**src/rtl/gr_pkg.sv**
```systemverilog
package gr_pkg;

  typedef enum logic [1:0] {
    CMP_INBAND = 2'd0,
    CMP_BELOW  = 2'd1,
    CMP_ABOVE  = 2'd2
  } gr_cmp_e;

endpackage

```
**src/rtl/gr_rst_sync.sv**
```systemverilog
module gr_rst_sync #(
  parameter int STAGES = 2
) (
  input  logic clk,
  input  logic rst_n,
  output logic rst_ns
);

  logic [STAGES-1:0] sync_q;

  always_ff @(posedge clk or negedge rst_n) begin
    if (!rst_n) begin
      sync_q <= '0;
    end else begin
      sync_q <= {sync_q[STAGES-2:0], 1'b1};
    end
  end

  assign rst_ns = sync_q[STAGES-1];

endmodule

```
**src/rtl/gr_mag_cmp.sv**
```systemverilog
module gr_mag_cmp
  import gr_pkg::*;
#(
  parameter int DATA_W = 16
) (
  input  logic [DATA_W-1:0] smp_data,
  input  logic [DATA_W-1:0] thr_upper,
  input  logic [DATA_W-1:0] thr_lower,
  output gr_cmp_e           cls
);

  logic [DATA_W-1:0] mag;
  logic              is_above;
  logic              is_below;

  // magnitude of a two's-complement value; -2^(W-1) maps to 2^(W-1)
  always_comb begin
    if (smp_data[DATA_W-1]) begin
      mag = (~smp_data) + {{(DATA_W-1){1'b0}}, 1'b1};
    end else begin
      mag = smp_data;
    end
  end

  assign is_above = (mag > thr_upper);
  assign is_below = (mag < thr_lower);

  // upper limit wins when both hold (misprogrammed limits)
  always_comb begin
    if (is_above) begin
      cls = CMP_ABOVE;
    end else if (is_below) begin
      cls = CMP_BELOW;
    end else begin
      cls = CMP_INBAND;
    end
  end

endmodule

```
**src/rtl/gr_dwell_timer.sv**
```systemverilog
module gr_dwell_timer
  import gr_pkg::*;
#(
  parameter int DWELL_W = 20
) (
  input  logic               clk,
  input  logic               rst_ns,
  input  logic               clr,
  input  logic               step_en,
  input  gr_cmp_e            cls,
  input  logic [DWELL_W-1:0] dwell_len,
  output logic               expire
);

  localparam logic [DWELL_W-1:0] CNT_ONE = DWELL_W'(1);

  logic               armed_q, armed_d;
  logic [DWELL_W-1:0] cnt_q, cnt_d;
  logic               at_end;

  assign at_end = (cnt_q <= CNT_ONE);
  assign expire = !clr && step_en && (cls == CMP_BELOW) && armed_q && at_end;

  always_comb begin
    armed_d = armed_q;
    cnt_d   = cnt_q;
    if (clr) begin
      armed_d = 1'b0;
      cnt_d   = '0;
    end else if (step_en) begin
      if (cls == CMP_BELOW) begin
        if (!armed_q) begin
          armed_d = 1'b1;
          cnt_d   = dwell_len;
        end else if (at_end) begin
          cnt_d   = dwell_len;
        end else begin
          cnt_d   = cnt_q - CNT_ONE;
        end
      end else begin
        armed_d = 1'b0;
        cnt_d   = '0;
      end
    end
  end

  always_ff @(posedge clk or negedge rst_ns) begin
    if (!rst_ns) begin
      armed_q <= 1'b0;
      cnt_q   <= '0;
    end else begin
      armed_q <= armed_d;
      cnt_q   <= cnt_d;
    end
  end


  // dwell_count_chk: a running wait counts down by one per below-limit sample
  dwell_count_chk: assert property (@(posedge clk) disable iff (!rst_ns)
    (!clr && step_en && cls == CMP_BELOW && armed_q && !at_end)
      |=> (armed_q && cnt_q == $past(cnt_q) - CNT_ONE));


  // dwell_abort_chk: any non-below valid sample drops the wait
  dwell_abort_chk: assert property (@(posedge clk) disable iff (!rst_ns)
    (!clr && step_en && cls != CMP_BELOW) |=> !armed_q);


  // dwell_hold_chk: strobe-low cycles leave the timer untouched
  dwell_hold_chk: assert property (@(posedge clk) disable iff (!rst_ns)
    (!clr && !step_en) |=> ($stable(cnt_q) && $stable(armed_q)));

endmodule

```
**src/rtl/gr_code_stepper.sv**
```systemverilog
module gr_code_stepper #(
  parameter int CODE_W = 3
) (
  input  logic              clk,
  input  logic              rst_ns,
  input  logic              clr,
  input  logic              dec_req,
  input  logic              inc_req,
  output logic [CODE_W-1:0] code
);

  localparam logic [CODE_W-1:0] CODE_MAX = {CODE_W{1'b1}};
  localparam logic [CODE_W-1:0] CODE_ONE = CODE_W'(1);

  logic [CODE_W-1:0] code_q, code_d;

  always_comb begin
    code_d = code_q;
    if (clr) begin
      code_d = '0;
    end else if (dec_req) begin
      if (code_q != '0) begin
        code_d = code_q - CODE_ONE;
      end
    end else if (inc_req) begin
      if (code_q != CODE_MAX) begin
        code_d = code_q + CODE_ONE;
      end
    end
  end

  always_ff @(posedge clk or negedge rst_ns) begin
    if (!rst_ns) begin
      code_q <= '0;
    end else begin
      code_q <= code_d;
    end
  end

  assign code = code_q;


  // code_dec_chk: an above-limit sample lowers a nonzero code by one
  code_dec_chk: assert property (@(posedge clk) disable iff (!rst_ns)
    (!clr && dec_req && code_q != '0) |=> (code_q == $past(code_q) - CODE_ONE));


  // code_floor_chk: code stays at zero on a decrement
  code_floor_chk: assert property (@(posedge clk) disable iff (!rst_ns)
    (!clr && dec_req && code_q == '0) |=> (code_q == '0));


  // code_ceil_chk: code stays at the top on an increment
  code_ceil_chk: assert property (@(posedge clk) disable iff (!rst_ns)
    (!clr && !dec_req && inc_req && code_q == CODE_MAX) |=> (code_q == CODE_MAX));


  // code_step_chk: without a clear the code moves by at most one
  code_step_chk: assert property (@(posedge clk) disable iff (!rst_ns)
    !clr |=> (code_q == $past(code_q) || code_q == $past(code_q) + CODE_ONE ||
              code_q == $past(code_q) - CODE_ONE));

endmodule

```
**src/rtl/gain_range_ctrl.sv**
```systemverilog
module gain_range_ctrl
  import gr_pkg::*;
#(
  parameter int DATA_W  = 16,
  parameter int DWELL_W = 20,
  parameter int CODE_W  = 3
) (
  input  logic               clk,
  input  logic               rst_n,
  input  logic               gain_en,
  input  logic               smp_valid,
  input  logic [DATA_W-1:0]  smp_data,
  input  logic [DATA_W-1:0]  thr_upper,
  input  logic [DATA_W-1:0]  thr_lower,
  input  logic [DWELL_W-1:0] dwell_len,
  output logic [CODE_W-1:0]  gain_code,
  output logic               gain_oe
);

  logic    rst_ns;
  gr_cmp_e cls;
  logic    clr;
  logic    expire;
  logic    dec_req;
  logic    oe_q, oe_d;

  gr_rst_sync #(.STAGES(2)) u_rst (
    .clk    (clk),
    .rst_n  (rst_n),
    .rst_ns (rst_ns)
  );

  gr_mag_cmp #(.DATA_W(DATA_W)) u_cmp (
    .smp_data  (smp_data),
    .thr_upper (thr_upper),
    .thr_lower (thr_lower),
    .cls       (cls)
  );

  assign clr     = !gain_en;
  assign dec_req = smp_valid && (cls == CMP_ABOVE);

  gr_dwell_timer #(.DWELL_W(DWELL_W)) u_dwell (
    .clk       (clk),
    .rst_ns    (rst_ns),
    .clr       (clr),
    .step_en   (smp_valid),
    .cls       (cls),
    .dwell_len (dwell_len),
    .expire    (expire)
  );

  gr_code_stepper #(.CODE_W(CODE_W)) u_step (
    .clk     (clk),
    .rst_ns  (rst_ns),
    .clr     (clr),
    .dec_req (dec_req),
    .inc_req (expire),
    .code    (gain_code)
  );

  assign oe_d = gain_en;

  always_ff @(posedge clk or negedge rst_ns) begin
    if (!rst_ns) begin
      oe_q <= 1'b0;
    end else begin
      oe_q <= oe_d;
    end
  end

  assign gain_oe = oe_q;


  // idle_code_chk: whenever the pins are not driven the code sits at zero
  idle_code_chk: assert property (@(posedge clk) disable iff (!rst_ns)
    !gain_oe |-> (gain_code == '0));


  // oe_follow_chk: output-enable tracks the enable one cycle later
  oe_follow_chk: assert property (@(posedge clk) disable iff (!rst_ns)
    gain_en |=> gain_oe);

endmodule

```
**config.mk**
```make
export PLATFORM = sky130hd
export DESIGN_NAME = gain_range_ctrl
export DESIGN_NICKNAME = d
export VERILOG_FILES = /design/src/rtl/gr_pkg.sv /design/src/rtl/gr_rst_sync.sv /design/src/rtl/gr_mag_cmp.sv /design/src/rtl/gr_dwell_timer.sv /design/src/rtl/gr_code_stepper.sv /design/src/rtl/gain_range_ctrl.sv
export SDC_FILE = /design/constraint.sdc
export NUM_CORES = 1
export LEC_CHECK = 0
export BUFFER_PORTS_ARGS = -buffer_cell sky130_fd_sc_hd__buf_2
export CORE_MARGIN = 2
export CORE_UTILIZATION = 58
export DETAILED_ROUTE_END_ITERATION = 16
export GPL_TIMING_DRIVEN = 0
export PLACE_DENSITY = 0.95
export SYNTH_ARGS = -nofsm -noshare
export SYNTH_HDL_FRONTEND = slang
export SYNTH_SLANG_ARGS = --single-unit
```
**constraint.sdc**
```tcl
create_clock -name clk -period 1.47 [get_ports clk]
set_input_delay 0 -clock clk [delete_from_list [all_inputs] [get_ports clk]]
set_output_delay 0 -clock clk [all_outputs]
set_load 0.05 [all_outputs]
```
==> impl_metrics.toml <==
[run_status]
status = "finished, violations left"
violations = "negative setup slack"

[pwr]
power_density_nw_per_um2 = 742
leakage_nw = 1.92
peakVddDrop_mv = 0.502

[clock_tree]
htreeDepth = 1
root_buffer = "clkbuf_8"
clock_sinks = 27
clk_pin_slew_ns = 0.10
clkLatencyLatePin_ns = 0.28
numCtsBuffers = 3
cts_buffer_depth = 2
cts_tree = "built"

[setup_path]
worstPathRequired_ns = 1.65
cp_max_fo = 4
reg2reg_from = "u_dwell.cnt_q[12]"
ff2ff_setup_slack_ns = -1.54
r2r_end = "u_dwell.cnt_q[16]"
reg2regPathDepth = 8
crit_type = "in2reg"
endpoint_kind = "flip-flop"
cp.arrival_ns = 3.66
crit_path_start_kind = "primary input"

[floorplan]
die_w_um = 72.6
die-area_um2 = 5270
ios = 76
coreArea_um2 = 4440
rows = 24
die_height_um = 72.6
start_util_pct = 61.4

[place]
gp_congestion = 0.889
dpl.hpwl_um = 5600
pre_cts_ws_ns = -2.22
placed_area_um2 = 3210
placed_cells = 474
portBuffers = 75

[sta]
holdWs_ns = 0.00448
setup_violations = 24
max_freq_mhz = 287
hold_viol = 0
skew_ns = 0.00168
period_minus_slack_ns = 3.48
maxSlewHeadroom_pct = 29.1
worst_slack_ns = -2.01
worst_pin_slew_ns = 1.06
fin_crit_sh_pct = 237
fin_setup_tns_ns = -43.85
rsz0062_at_grt = "yes"
slew_violations = 0

[detailed_routing]
firstDrtPassIters = 5
route.detailed.drc = 0
finalWirelength_um = 10300
vias = 3433
drtAntennaViolNets = 0
viasPerCell = 6.81
drt-initial-drc-count = 573
wire_per_inst_um = 20.4

[synth]
synth_edf_count = 0
syn_inst = 347
synth_seq_cells = 27
synthDistinctLibCells = 47
yosysSeqAreaShare_pct = 24.8
synth_warnings = 0
synth_area_leader_cell = "dfrtp_1"
avgSynthCellArea_um2 = 7.86
syn_nets = 454
synth_area_um2 = 2730
synth.top_cell.area_share_pct = 24.8
ys_top_cells_by_area = "dfrtp_1 (25%), ha_1 (16%), nand2_1 (6.6%)"
async_reset_ff_share_pct = 100
synthFlopType = "dfrtp_1"

[worst_hold_path]
hold_path.class = "in2async"

[finish]
layout_commonest_cell = "buf_2"
finalInstanceArea_um2 = 3700
mostFrequentLayoutCells = "buf_2 (74), nand2_1 (47), inv_1 (34)"
antenna_cells = 0
finalNonFillerCells = 504
nets = 560
drive_above_1_share_pct = 32.7
nFillCells = 239
area_delta_synth_final_pct = 35.6

[global_routing]
grt_antenna_before_repair = 0
grt_pass1_wl_um = 13700
grt_max_degree = 26
track_usage_pct = 32.6
grt_pass1_vias = 3166
grt_overflow = 0

[run]
cap_viol_max_count = 0
==> cells in the mapped netlist (all sizes together), types with 3 or more instances <==
| library cell | n |
|---|---|
| o22ai | 3 |
| nand3 | 8 |
| nor2 | 14 |
| nand4 | 7 |
| or4 | 3 |
| a31o | 7 |
| a21o | 6 |
| a21oi | 11 |
| xnor2 | 13 |
| nor3 | 3 |
| inv | 35 |
| nor2b | 5 |
| or3 | 16 |
| o21ai | 27 |
| a22o | 11 |
| o31ai | 14 |
| nand2b | 5 |
| dfrtp | 27 |
| ha | 34 |
| nand2 | 48 |
| o41ai | 7 |
| or2 | 4 |
| nor4 | 3 |
| clkbuf | 12 |
==> report_power, final <==
part,switching (mW),internal [mW],total [mW]
logic,0.816,0.594,1.41
registers,0.0880,0.801,0.889
clock network,0.255,0.191,0.446
==> worst max-delay path by stage <==
stage                             from           endpoint  slack [ns]  depth (start not counted)
after floorplan           smp_data[10]     u_step.code[2]       -1.80                         15
after global placement    smp_data[10]  u_dwell.cnt_q[14]       -2.14                         13
after detailed placement  smp_data[10]  u_dwell.cnt_q[15]       -2.22                         13
after CTS                 smp_data[11]     u_step.code[2]       -1.67                         16
after global routing       smp_data[6]     u_step.code[2]       -2.04                         17
final                      smp_data[6]     u_step.code[2]       -2.01                         17
==> worst max-delay path: stages <==
cell and delay [ns]:
buf_2 0.14, nor4_2 0.40, nand4_1 0.18, buf_4 0.21
o41ai_4 0.29, xnor2_2 0.15, ha_1 0.34, nand4_1 0.18
or3_1 0.41, a21o_1 0.20, a31oi_4 0.22, nand2_2 0.11
inv_2 0.08, fa_2 0.20, nand2_1 0.06, or3_1 0.32
and4_1 0.16
==> routing by layer <==
| layer | track usage [%] | wire length (µm) | up-vias |
|---|---|---|---|
| met2 | 58.3 | 4940 | 306 |
| met1 | 36.6 | 3710 | 1551 |
| met3 | 4.42 | 849 | 95 |
| met5 | 0 | 0 | - |
| met4 | 19.8 | 786 | 0 |
| li1 | - | - | 1481 |
==> registers in the layout, summed over array words and instances (netlist names) <==
signal / count
u_dwell.cnt_q: 20
u_step.code: 3
u_rst.sync_q: 2
gain_oe: 1
u_dwell.armed_q: 1
==> cell type report <==
cell class              count  area [µm²]  area share, %
well taps                  52        65.1           1.76
multi-input cells         272        2100           56.6
flip-flops and latches     27         676           18.3
clock inverters             1        5.00          0.135
clock buffers               3        41.3           1.12
inverters                  35         131           3.55
plain buffers              13        73.8           1.99
repair buffers            101         613           16.6
==> metrics by stage <==
stage               util, %  power, mW
finish                 83.3       2.74
global placement       72.3       1.92
CTS                    78.3       2.49
floorplan                 -       1.64
detailed placement     72.3       1.98
global route           83.3       2.88
==> cells by family after synthesis <==
| group | after synthesis | synth area share [%] |
|---|---|---|
| simple gates | 124 | 23.1 |
| fa+ha+maj | 35 | 16.3 |
| flops | 27 | 24.8 |
| buf+inv | 49 | 6.83 |
| xor+xnor | 13 | 4.17 |
| other cells | 1 | 0.137 |
| compound gates | 98 | 24.7 |
==> timing repair <==
action	CTS	global route
endpoints found under the setup margin	24	24
hold buffers	2	0
hold endpoints to repair	3	0
cloned	1	1
pin swaps	17	14
gates resized for setup	22	33
buffers inserted	15	12
No activity file was read; power rests on OpenSTA's default activity.
